==> config.mk <==
export PLATFORM = sky130hd
export DESIGN_NAME = lcd_com_scan
export DESIGN_NICKNAME = d
export VERILOG_FILES = /design/src/rtl/lcd_scan_pkg.sv /design/src/rtl/lcd_scan_ctrl.sv /design/src/rtl/lcd_scan_dp.sv /design/src/rtl/lcd_com_scan.sv
export SDC_FILE = /design/constraint.sdc
export NUM_CORES = 1
export LEC_CHECK = 0
export BUFFER_PORTS_ARGS = -buffer_cell sky130_fd_sc_hd__buf_2
export CORE_MARGIN = 2
export CORE_UTILIZATION = 55
export DETAILED_ROUTE_END_ITERATION = 8
export GPL_TIMING_DRIVEN = 1
export PLACE_DENSITY = 0.93
export SKIP_CTS_REPAIR_TIMING = 1
export SLEW_MARGIN = 20
export SYNTH_ARGS = -nofsm -noshare
export SYNTH_HDL_FRONTEND = slang
export SYNTH_SLANG_ARGS = --single-unit
==> constraint.sdc <==
create_clock -name clk -period 5.2 [get_ports clk]
set_clock_uncertainty 0.1 [all_clocks]
set_input_delay 0.78 -clock clk [delete_from_list [all_inputs] [get_ports clk]]
set_output_delay 0.78 -clock clk [all_outputs]
set_load 0.01 [all_outputs]
==> src/rtl/lcd_scan_pkg.sv <==
package lcd_scan_pkg;

  typedef enum logic [1:0] {
    DUTY_SHORT = 2'd0,
    DUTY_TALL  = 2'd1,
    DUTY_FULL  = 2'd2
  } dutySel_t;

  typedef struct packed {
    logic rowEnd;
    logic frameWrap;
  } scanStrobe_t;

  function automatic dutySel_t pickDuty(input logic fontTall, input logic twoLine);
    if (twoLine)       return DUTY_FULL;
    else if (fontTall) return DUTY_TALL;
    else               return DUTY_SHORT;
  endfunction

endpackage

==> src/rtl/lcd_scan_ctrl.sv <==
module lcd_scan_ctrl
  import lcd_scan_pkg::*;
#(
  parameter int ROW_CLOCKS = 400,
  parameter int NUM_COMS   = 16,
  parameter int ROWS_SHORT = 8,
  parameter int ROWS_TALL  = 11,
  parameter int ROWS_FULL  = 16,
  localparam int CNT_W = $clog2(ROW_CLOCKS),
  localparam int IDX_W = $clog2(NUM_COMS)
) (
  input  logic             clk,
  input  logic             rst_n,
  input  logic             oscTick,
  input  logic             fontTall,
  input  logic             twoLine,
  input  logic [IDX_W-1:0] rowIdx,
  output scanStrobe_t      strobe,
  output logic [IDX_W-1:0] activeLast
);

  localparam logic [CNT_W-1:0] ROW_LAST   = CNT_W'(ROW_CLOCKS - 1);
  localparam logic [IDX_W-1:0] LAST_SHORT = IDX_W'(ROWS_SHORT - 1);
  localparam logic [IDX_W-1:0] LAST_TALL  = IDX_W'(ROWS_TALL - 1);
  localparam logic [IDX_W-1:0] LAST_FULL  = IDX_W'(ROWS_FULL - 1);

  logic [CNT_W-1:0] rowCnt;
  logic [IDX_W-1:0] lastRow;
  logic [IDX_W-1:0] nextLast;
  dutySel_t         nextSel;

  always_comb begin
    nextSel = pickDuty(fontTall, twoLine);
    case (nextSel)
      DUTY_TALL: nextLast = LAST_TALL;
      DUTY_FULL: nextLast = LAST_FULL;
      default:   nextLast = LAST_SHORT;
    endcase
  end

  always_comb begin
    strobe.rowEnd    = oscTick && (rowCnt == ROW_LAST);
    strobe.frameWrap = strobe.rowEnd && (rowIdx == lastRow);
  end

  always_ff @(posedge clk or negedge rst_n) begin
    if (!rst_n) begin
      rowCnt  <= '0;
      lastRow <= LAST_SHORT;
    end else if (oscTick) begin
      rowCnt <= strobe.rowEnd ? '0 : rowCnt + 1'b1;
      if (strobe.frameWrap) lastRow <= nextLast;
    end
  end

  assign activeLast = lastRow;

endmodule

==> src/rtl/lcd_scan_dp.sv <==
module lcd_scan_dp
  import lcd_scan_pkg::*;
#(
  parameter int NUM_COMS = 16,
  localparam int IDX_W = $clog2(NUM_COMS)
) (
  input  logic                clk,
  input  logic                rst_n,
  input  scanStrobe_t         strobe,
  input  logic [IDX_W-1:0]    activeLast,
  output logic [IDX_W-1:0]    rowIdx,
  output logic [NUM_COMS-1:0] comSel,
  output logic                polarity
);

  always_ff @(posedge clk or negedge rst_n) begin
    if (!rst_n) begin
      rowIdx   <= '0;
      polarity <= 1'b0;
    end else if (strobe.frameWrap) begin
      rowIdx   <= '0;
      polarity <= ~polarity;
    end else if (strobe.rowEnd) begin
      rowIdx <= rowIdx + 1'b1;
    end
  end

  for (genvar i = 0; i < NUM_COMS; i++) begin : g_com
    assign comSel[i] = (rowIdx == IDX_W'(i)) && (IDX_W'(i) <= activeLast);
  end

endmodule

==> src/rtl/lcd_com_scan.sv <==
module lcd_com_scan
  import lcd_scan_pkg::*;
#(
  parameter int ROW_CLOCKS = 400,
  parameter int NUM_COMS   = 16,
  parameter int ROWS_SHORT = 8,
  parameter int ROWS_TALL  = 11,
  parameter int ROWS_FULL  = 16,
  localparam int IDX_W = $clog2(NUM_COMS)
) (
  input  logic                clk,
  input  logic                rst_n,
  input  logic                oscTick,
  input  logic                fontTall,
  input  logic                twoLine,
  output logic [NUM_COMS-1:0] comSel,
  output logic                rowLatch,
  output logic                frameStart,
  output logic                polarity
);

  scanStrobe_t      strobe;
  logic [IDX_W-1:0] rowIdx;
  logic [IDX_W-1:0] activeLast;

  lcd_scan_ctrl #(
    .ROW_CLOCKS(ROW_CLOCKS), .NUM_COMS(NUM_COMS),
    .ROWS_SHORT(ROWS_SHORT), .ROWS_TALL(ROWS_TALL), .ROWS_FULL(ROWS_FULL)
  ) u_ctrl (
    .clk(clk), .rst_n(rst_n), .oscTick(oscTick),
    .fontTall(fontTall), .twoLine(twoLine), .rowIdx(rowIdx),
    .strobe(strobe), .activeLast(activeLast)
  );

  lcd_scan_dp #(.NUM_COMS(NUM_COMS)) u_dp (
    .clk(clk), .rst_n(rst_n), .strobe(strobe), .activeLast(activeLast),
    .rowIdx(rowIdx), .comSel(comSel), .polarity(polarity)
  );

  assign rowLatch   = strobe.rowEnd;
  assign frameStart = strobe.frameWrap;

endmodule

==> metrics.md, run 1 <==
| Metric | Value |
|---|---|
| Peak Freq | between 300 and 400 MHz |
| Fraction of layout cells with a size suffix above 1 | approximately 29% |
| Buffers on Ports | 23 |
| LEAKAGE | 0.6163 nW |
| Primary flip-flop cell chosen by synthesis mapping | dfrtp_1 |
| Vias in the first global route | just over 800 |
| Final period utilization | 50.30% |
| Mapped Avg Cell Area | 9.275 um^2 |
| Number of synthesized flops with an enable pin | 0 |
| Register area share after synthesis | 39.73% |
| Count of non-filler cells in the finished layout | 160 |
| Critical path required time | 4320 ps |
| Post-route DRC violation count | 0 |
| Detailed placer's ending HPWL | 1764 um |
| Headroom to the max-slew limit | approximately three quarters |
| Crit. End Element | output pin |
| Minimum setup slack in the final design | 2584 ps |
| VDD IR max | 224.5 uV |
| Buffers and inverters on the worst path | 1 |
| Die boundary height | 46.88 um |
| Overflow left after global routing | 0 |
| Outcome | completed |
| Weighted congestion reported at the end of routability-driven placement | 0.7701 |
| Yosys warnings | 0 |
| Antenna fix cells | 0 |
| CTS tree | done |
| GRT Overall Usage | 22.18% |
| Psw | 126.3 uW |
| Pre-CTS setup slack | 2607 ps |
| Biggest area contributors in the synthesized netlist | dfrtp_1 (37%), and2_1 (6.2%), ha_1 (6.2%) |
| Number of primary I/O pins | 24 |
| Commonest non-fill, non-tap cells in the layout | buf_2 (23), dfrtp_1 (15), nor2_1 (11), nand2_1 (11), and2_1 (10) |
| Async set-reset flop share out of synthesis | 100.0% |
| First-pass GRT wire length | 3415 um |
| Internal Power | 233.3 uW |
| Clock buffer count from CTS | 3 |
| Width of the chip | around 47 um |
| Initial antenna violation count | 0 |
| CTS H-tree depth | 1 |
| Clk_lat worst skew | 290 ps |
| Clock-pin slew reported for the worst setup and hold paths after clock tree synthesis | 100 ps |
| CP Launch Point | u_ctrl.rowCnt[0]$_DFFE_PN0P_ |
| Transition time of the tightest slew-check pin | roughly 360 ps |
| Final antenna-violating net count | 0 |
| Final setup violation count | 0 |
| Critical Path Max Stage Delay | 400 ps |
| Pwr/cell area | 302.5 mW/mm^2 |
| Unrepaired setup endpoints after global routing | false |
| Synth top area share | 37.13% |
| Comb power frac | around a quarter |
| Number of nets in the finished design | 146 |
| Worst-path cell chain | ha_1, and4_4, nand4_4, nor2_4, buf_2 |
| Area of the placeable core | 0.001727 mm^2 |
| Area growth from synthesis to final layout | 17.57% |
| Register bit count reported by yosys | 16 |
| Sum of negative setup slack | 0 ps |
| Number of standard cells after synthesis | 109 |
| Count of cell types in the netlist | 32 |
| Placement Rows | 15 |
| Reg-to-reg startpoint | u_ctrl.rowCnt[0]$_DFFE_PN0P_ |
| Hold WC Path Type | in -> async |
| 1st-pass router iterations | 4 |
| Max Root-Sink Buffers | 2 |
| Instance count after placement with tap cells included | 156 |
| Data arrival, critical path | 1740 ps |
| CTS root buf | clkbuf_4 |
| Pins Over Slew Limit | 0 |
| Drt wl/cell | 13.88 um |
| Most common library cell in the layout ignoring fill and taps | buf_2 |
| Number of design-rule violations left by the first detailed-router iteration | 23 |
| Kind of critical path | reg -> out |
| Die outline area | 0.002197 mm^2 |
| Area of the mapped netlist | 0.001011 mm^2 |
| Initial cell density of the core | 58.55% |
| Routed via count divided by cell count | about 5.5 |
| Clock network power share | 23.3% |
| Sinks on the clock net | 16 |
| Wire length reported by the detailed router | 2220 um |
| Number of maximum-capacitance violations | 0 |
| Peak fanout along the critical path | 5 |
| Fraction of power spent switching nets | approximately a third |
| Sequential Power Share | 53.1% |
| Synthesized netlist net count | 119 |
| Kind of start point of the critical path | register |
| Cell with the largest stage delay on the worst path | dfrtp_1 |
| Final hold vios | 0 |
| Cell family contributing the most delay on the critical path | simple AND/OR/NAND/NOR gates |
| Overall via count from detail_route | 886 |
| Cell accounting for the most synthesized area | dfrtp_1 |
| Final min period | 2616 ps |
| Pin count of the biggest net entering global routing | 17 |
routing by layer:
metal / wire length, um / vias to the layer above / GRT usage [%] / share of wire, %
li1: - / 426 / - / -
met3: 69 / 6 / 3.846 / 3.1
met5: 0 / - / 0 / 0
met4: 37 / 0 / 7.778 / 1.7
met2: 1209 / 20 / 43.01 / 54
met1: 903 / 434 / 23.73 / 41
flip-flops by register name (all words and copies together), names as in the netlist:
signal,cells
u_dp.rowIdx,4
u_dp.polarity,1
u_ctrl.activeLast,2
u_ctrl.rowCnt,9
power groups by stage:
stage                     clock network (mW)  registers (mW)  logic, mW
after floorplan                            0           0.184     0.0647
after global placement                     0           0.189     0.0780
after detailed placement                   0           0.191     0.0853
after CTS                             0.0827           0.190     0.0859
after global routing                  0.0898           0.194     0.0951
final                                 0.0839           0.191     0.0849
final cells by class:
cell class / count / area, um^2
fill: 150 / 538.0
multi-input combinational: 84 / 569.3
inverter: 8 / 35.03
tap: 25 / 31.28
sequential: 16 / 401.6
timing repair buffer: 23 / 115.1
clock buffer: 4 / 36.28
worst paths after layout:
| kind | slack (ps) | to | cells past startpoint |
|---|---|---|---|
| setup reg to reg | 3410 | u_dp.rowIdx[3]$_DFFE_PN0P_ | 6 |
| hold / removal | 280 | u_dp.rowIdx[3]$_DFFE_PN0P_ | 1 |
| max in group asynchronous | 4420 | u_ctrl.activeLast[2]$_DFFE_PN1P_ | 1 |
| hold reg to reg | 380 | u_dp.polarity$_DFFE_PN0P_ | 1 |
| min in group clk | 380 | u_dp.polarity$_DFFE_PN0P_ | 1 |
| setup / recovery | 2580 | frameStart | 5 |
through the flow:
step                      util, %  area [um^2]  power (mW)  hold WS, ps
after global routing        68.84         1189      0.3790        299.7
after detailed placement    66.74         1152      0.2763        366.2
after floorplan                 -         1011      0.2484        382.0
final                       68.84         1189      0.3596        280.9
after CTS                   68.84         1189      0.3582        292.0
after global placement      66.74         1152      0.2669        355.1
cells in the mapped netlist, types with 2 or more instances:
cell,instances
inv_1,7
mux2_4,2
xnor2_1,3
dfrtp_1,15
o21ai_0,4
nand3_1,5
nand2_1,11
nand4_1,2
a21oi_1,3
ha_1,5
and2_1,10
nor4_1,2
nor2_1,11
and3_1,4
xor2_1,3
nor3_1,6
logic make-up (layout without fill, tap and decap cells):
family	Yosys count	in the layout	synth area share (%)
AO/OA/AOI/OAI	11	11	7.178
multiplexers	4	4	5.074
AND/OR/NAND/NOR	58	58	32.67
buffers and inverters	9	35	3.961
flip-flops	16	16	39.73
XOR/XNOR	6	6	5.199
adder cells (fa/ha/maj)	5	5	6.188
worst reg2reg max path, delay by kind of cell, from the launching register on:
family | cells | cell delay, ps
DFF | 1 | 400
buffers and inverters | 1 | 130
and+or+nand+nor | 3 | 510
muxes | 1 | 300
adders and majority gates | 1 | 240
Power figures use the tool's default switching activity.
==> inputs of run 2 (changes only) <==
--- a/config.mk
+++ b/config.mk
@@ -7,10 +7,10 @@
 export LEC_CHECK = 0
 export BUFFER_PORTS_ARGS = -buffer_cell sky130_fd_sc_hd__buf_2
 export CORE_MARGIN = 2
-export CORE_UTILIZATION = 55
+export CORE_UTILIZATION = 52
 export DETAILED_ROUTE_END_ITERATION = 8
 export GPL_TIMING_DRIVEN = 1
-export PLACE_DENSITY = 0.93
+export PLACE_DENSITY = 0.89
 export SKIP_CTS_REPAIR_TIMING = 1
 export SLEW_MARGIN = 20
 export SYNTH_ARGS = -nofsm -noshare
==> constraint.sdc (replaced) <==
create_clock -name clk -period 2.65 [get_ports clk]
set_clock_uncertainty 0.1 [all_clocks]
set_input_delay 0.3975 -clock clk [delete_from_list [all_inputs] [get_ports clk]]
set_output_delay 0.3975 -clock clk [all_outputs]
set_load 0.01 [all_outputs]
==> run 2 against run 1 <==
Compared with the run above:
- clock power increased by 88%
- die area up 5.3%
- final cell count grew 0.63%
- global-route usage down 2.7 points
- sequential share of layout area shrank 0.28 points
- first-iteration DRC count fell by 70%
- power is 92% higher
- combinational power rose by 91%
- routed wire length shrank 14%
- count of clock-buffer cells in the layout unchanged
- register-to-register slack worse by 2600 ps
- non-clock buffer count up 1
- highest routed layer unchanged
==> metrics.md, run 2 (synthesis results as in run 1) <==
| Metric | Value |
|---|---|
| Final design instance area without fill | around 0.0012 mm^2 |
| Final period utilization | 84.12% |
| Reg-to-reg startpoint | u_ctrl.rowCnt[0]$_DFFE_PN0P_ |
| Terminus of the critical flop-to-flop path | u_dp.rowIdx[3]$_DFFE_PN0P_ |
| Instance count after placement with tap cells included | 156 |
| Critical path required time | about 2200 ps |
| Unrepaired setup endpoints after global routing | false |
| R2R cell count | 6 |
| Placement Rows | 15 |
| Crit. End Element | output pin |
| Kind of start point of the critical path | register |
| Slack of the worst reg-to-reg path | between 800 and 900 ps |
| Detailed placer's ending HPWL | 1546 um |
| Clock-pin slew reported for the worst setup and hold paths after clock tree synthesis | 90 ps |
| Final antenna-violating net count | 0 |
| Outcome | completed |
| Initial cell density of the core | 56.70% |
| Number of flip-flops under the largest register name | 9 |
| LEAKAGE | 0.6205 nW |
| Number of primary I/O pins | 24 |
| Kind of critical path | reg -> out |
| Psw | 232.8 uW |
| Fraction of power spent switching nets | around 34% |
| Internal Power | between 400 and 500 uW |
| Final min period | around 2200 ps |
| CP Launch Point | u_ctrl.rowCnt[0]$_DFFE_PN0P_ |
| Pins Over Slew Limit | 0 |
| Post-layout util | 67.23% |
| Hold WC Path Type | in -> reg |
| Drt wl/cell | approximately 12 um |
| Initial antenna violation count | 0 |
| Width of the chip | 48.09 um |
| Vias in the first global route | 755 |
| Pre-CTS setup slack | slightly above 700 ps |
| Die outline area | 0.002313 mm^2 |
| Sum of negative setup slack | 0 ps |
| GRT Overall Usage | 19.46% |
| Post-route DRC violation count | 0 |
| Weighted congestion reported at the end of routability-driven placement | 0.8111 |
| Data arrival, critical path | 1730 ps |
| Most common library cell in the layout ignoring fill and taps | buf_2 |
| Routed via count divided by cell count | approximately 5.4 |
| Final hold vios | 0 |
| Die boundary height | 48.09 um |
| Worst setup path endpoint | frameStart |
| CTS tree | done |
| Sequential Power Share | a little over half |
| Top reg by flops | u_ctrl.rowCnt |
| Final setup violation count | 0 |
| 1st-pass router iterations | 4 |
| Number of design-rule violations left by the first detailed-router iteration | 7 |
| Power consumption | 690.8 uW |
| Number of maximum-capacitance violations | 0 |
| Fraction of layout cells with a size suffix above 1 | 28.68% |
| Max Root-Sink Buffers | 2 |
| Minimum hold slack | 290.0 ps |
| First-pass GRT wire length | 3105 um |
| Peak Freq | roughly 450 MHz |
| Antenna fix cells | 0 |
| Comb power frac | 23.4% |
| Wire length reported by the detailed router | 1920 um |
| CTS H-tree depth | 1 |
| Buffers on Ports | 23 |
| Area growth from synthesis to final layout | 18.56% |
| Pin count of the biggest net entering global routing | 17 |
| Overflow left after global routing | 0 |
| CTS root buf | clkbuf_4 |
| Peak fanout along the critical path | 5 |
| Clock buffer count from CTS | 3 |
| Commonest non-fill, non-tap cells in the layout | buf_2 (23), dfrtp_1 (15), nor2_1 (11), nand2_1 (11), and2_1 (10) |
| VDD IR max | 424.9 uV |
| Transition time of the tightest slew-check pin | 360.7 ps |
| Placed cell area | 0.001152 mm^2 |
| Pwr/cell area | 576.3 mW/mm^2 |
| Area of the placeable core | 0.001783 mm^2 |
| Sinks on the clock net | 16 |
| Minimum setup slack in the final design | 420.7 ps |
| Overall via count from detail_route | 865 |
| Headroom to the max-slew limit | 75.96% |
| Number of nets in the finished design | 147 |
| Clock network power share | 22.8% |
| Clk_lat worst skew | 280 ps |
| Count of non-filler cells in the finished layout | 161 |
-- run 2: cell types whose count changed in the layout (fill, tap and decap cells not counted) --
cell,before,now
dlygate4sd3_1,0,1
-- run 2: power groups by stage --
stage	sequential (mW)	combinational, mW	clock (mW)
6_report	0.372	0.162	0.158
5_1_grt	0.383	0.183	0.176
4_1_cts	0.372	0.161	0.164
3_5_place_dp	0.377	0.159	0
3_3_place_gp	0.370	0.155	0
2_1_floorplan	0.361	0.127	0
-- run 2: cell type report --
class	instances	area (um^2)
clock buffers	4	36.28
fillers	147	584.3
inverters	8	35.03
multi-input cells	84	569.3
flip-flops and latches	16	401.6
well taps	25	31.28
repair buffers	24	125.1
-- run 2: worst min-delay path by stage --
stage          cells past startpoint  startpoint                               end  slack (ps)
2_1_floorplan                      0       rst_n  u_ctrl.activeLast[3]$_DFFE_PN0P_           2
3_3_place_gp                       1       rst_n        u_dp.rowIdx[3]$_DFFE_PN0P_         220
3_5_place_dp                       1       rst_n        u_dp.rowIdx[3]$_DFFE_PN0P_         230
4_1_cts                            1       rst_n        u_dp.rowIdx[3]$_DFFE_PN0P_        -100
5_1_grt                            3     twoLine  u_ctrl.activeLast[3]$_DFFE_PN0P_         280
6_report                           3    fontTall  u_ctrl.activeLast[3]$_DFFE_PN0P_         290
-- run 2: layer usage --
layer  vias to the layer above  wire (um)  track usage, %
met2                        22       1013           37.07
met5                         -          0               0
met3                         2         81           3.333
met1                       410        820           20.94
li1                        431          -               -
met4                         0          5           8.108
-- run 2: critical path, cell delays in order (launching register included) --
cell and delay [ps]:
dfrtp_1 400, ha_1 260, and4_4 280, nand4_4 170
nor2_4 190, buf_2 160
==> inputs of run 3 (changes only) <==
--- a/config.mk
+++ b/config.mk
@@ -7,10 +7,10 @@
 export LEC_CHECK = 0
 export BUFFER_PORTS_ARGS = -buffer_cell sky130_fd_sc_hd__buf_2
 export CORE_MARGIN = 2
-export CORE_UTILIZATION = 52
+export CORE_UTILIZATION = 47
 export DETAILED_ROUTE_END_ITERATION = 8
 export GPL_TIMING_DRIVEN = 1
-export PLACE_DENSITY = 0.89
+export PLACE_DENSITY = 0.85
 export SKIP_CTS_REPAIR_TIMING = 1
 export SLEW_MARGIN = 20
 export SYNTH_ARGS = -nofsm -noshare
==> constraint.sdc (replaced) <==
create_clock -name clk -period 1.95 [get_ports clk]
set_clock_uncertainty 0.1 [all_clocks]
set_input_delay 0.2925 -clock clk [delete_from_list [all_inputs] [get_ports clk]]
set_output_delay 0.2925 -clock clk [all_outputs]
set_load 0.01 [all_outputs]
==> run 3 against run 2 <==
Compared with the run above:
- the flow now finishes with violations (setup timing)
- die area rose by 9.8%
- combinational power is 61% higher
- power is 45% higher
- hold slack worse by 94 ps
- sequential share of layout area decreased by 3.0 points
- core utilization decreased by 0.54 points
- sequential power is 43% higher
- critical path type unchanged
- critical endpoint unchanged
==> metrics.md, run 3 (synthesis results as in run 1) <==
| Metric | Value |
|---|---|
| Weighted congestion reported at the end of routability-driven placement | around 0.90 |
| Antenna fix cells | 0 |
| Final min period | 1999 ps |
| Detailed placer's ending HPWL | ~1500 um |
| Final setup violation count | 1 |
| Die outline area | approximately 0.0025 mm^2 |
| Pwr/cell area | 752.4 mW/mm^2 |
| Violated checks | setup timing |
| Worst-path cell chain | ha_4, and4_4, nand4_4, nor2_4, buf_6 |
| Critical path required time | ~1600 ps |
| Kind of start point of the critical path | register |
| Placement Rows | 16 |
| Top reg by flops | u_ctrl.rowCnt |
| 1st-pass router iterations | 5 |
| Pin count of the biggest net entering global routing | 17 |
| Critical Path Max Stage Delay | ~420 ps |
| Kind of critical path | reg -> out |
| Peak Freq | 500.2 MHz |
| Transition time of the tightest slew-check pin | about 360 ps |
| Data arrival, critical path | 1610 ps |
| R2R cell count | 8 |
| Terminus of the critical flop-to-flop path | u_ctrl.rowCnt[0]$_DFFE_PN0P_ |
| Drt wl/cell | 12.85 um |
| Minimum setup slack in the final design | -49.01 ps |
| Overall via count from detail_route | 919 |
| Slack of the worst reg-to-reg path | 140 ps |
| Filler cell count | 157 |
| CTS root buf | clkbuf_4 |
| Number of primary I/O pins | 24 |
| Peak fanout along the critical path | 5 |
| Final hold vios | 0 |
| CTS tree | done |
| Outcome | finished with violations |
| Max Root-Sink Buffers | 2 |
| Post-layout util | roughly two thirds |
| Buffers on Ports | 23 |
| Count of non-filler cells in the finished layout | ~180 |
| Most common library cell in the layout ignoring fill and taps | buf_2 |
| Number of maximum-capacitance violations | 0 |
| Number of flip-flops under the largest register name | 9 |
| Area of the placeable core | 0.002002 mm^2 |
| Wire length reported by the detailed router | 2261 um |
| Clk_lat worst skew | 280 ps |
| LEAKAGE | 0.6839 nW |
| Final design instance area without fill | 0.001335 mm^2 |
| Area used by multi-input combinational logic | just under 600 um^2 |
| Count of cells along the worst hold path | 3 |
| Worst min-delay path startpoint | fontTall |
| VDD IR max | 819.5 uV |
| Initial antenna violation count | 0 |
| Hold WC Path Type | in -> reg |
| Sum of negative setup slack | -49.01 ps |
| Fraction of layout cells with a size suffix above 1 | 39.60% |
| Die boundary height | 50.38 um |
| Placed cell area | 0.001155 mm^2 |
| Pins Over Slew Limit | 0 |
| First-pass GRT wire length | 3111 um |
| Sinks on the clock net | 16 |
| End point of the most critical hold path | u_ctrl.activeLast[3]$_DFFE_PN0P_ |
| Commonest non-fill, non-tap cells in the layout | buf_2 (22), buf_4 (13), nor2_1 (11), nand2_1 (11), dfrtp_1 (11) |
| Final antenna-violating net count | 0 |
| Vias in the first global route | 742 |
| Crit. End Element | output pin |
| Power consumption | between 1 and 1.5 mW |
| CTS H-tree depth | 1 |
| Overflow left after global routing | 0 |
| Instance count after placement with tap cells included | between 150 and 200 |
| Cell with the largest stage delay on the worst path | dfrtp_1 |
| Final period utilization | 102.5% |
| Clock buffer count from CTS | 3 |
| Area growth from synthesis to final layout | 32.05% |
| Unrepaired setup endpoints after global routing | true |
| Footprint of the flip-flops and latches | 406.6 um^2 |
| Post-route DRC violation count | 0 |
| Reg-to-reg startpoint | u_ctrl.rowCnt[1]$_DFFE_PN0P_ |
| Width of the chip | between 50 and 60 um |
| GRT Overall Usage | 15.85% |
| Number of design-rule violations left by the first detailed-router iteration | 20 |
| Initial cell density of the core | 50.50% |
| Headroom to the max-slew limit | about 76% |
| Clock-pin slew reported for the worst setup and hold paths after clock tree synthesis | 90 ps |
| Number of nets in the finished design | between 150 and 200 |
| Routed via count divided by cell count | 5.222 |
## run 3: final cells by class
cell class | count | area share, %
multi-input cells | 84 | 44.52
flip-flops and latches | 16 | 30.46
repair buffers | 37 | 17.15
clock buffers | 4 | 2.718
inverters | 8 | 2.624
well taps | 27 | 2.530
## run 3: critical path, delay by kind of cell, from the launching register on
kind,cells,cell delay (ps)
and+or+nand+nor,3,620
buffers and inverters,1,120
DFF,1,420
adders and majority gates,1,160
## run 3: power breakdown
part,switching (mW),total [mW],leakage [nW],internal [mW]
clock network,0.0988,0.212,0.0210,0.114
registers,0.119,0.531,0.183,0.412
logic,0.125,0.261,0.480,0.136
## run 3: through the flow
stage	hold WS, ps	setup WS (ps)
after floorplan	-103.1	280.8
after global placement	115.4	206.9
after detailed placement	119.6	144.1
after CTS	-195.3	-174.7
after global routing	187.1	-106.8
final	195.6	-49.01
## run 3: routing by layer
| metal | share of wire (%) | wire length, um | track usage (%) | vias to the layer above |
|---|---|---|---|---|
| li1 | - | - | - | 458 |
| met1 | 43 | 966 | 18.94 | 428 |
| met2 | 52 | 1181 | 29.17 | 33 |
| met3 | 5.0 | 113 | 3.571 | 0 |
| met4 | 0 | 0 | 2.703 | 0 |
| met5 | 0 | 0 | 0 | - |
## run 3: worst max path at each step
stage,startpoint,end,slack (ps)
4_1_cts,u_ctrl.rowCnt[0]$_DFFE_PN0P_,frameStart,-170
5_1_grt,u_ctrl.rowCnt[1]$_DFFE_PN0P_,frameStart,-110
2_1_floorplan,u_ctrl.rowCnt[0]$_DFFE_PN0P_,u_ctrl.activeLast[2]$_DFFE_PN1P_,280
6_report,u_ctrl.rowCnt[1]$_DFFE_PN0P_,frameStart,-50
3_3_place_gp,u_ctrl.rowCnt[0]$_DFFE_PN0P_,frameStart,210
3_5_place_dp,u_ctrl.rowCnt[0]$_DFFE_PN0P_,frameStart,140
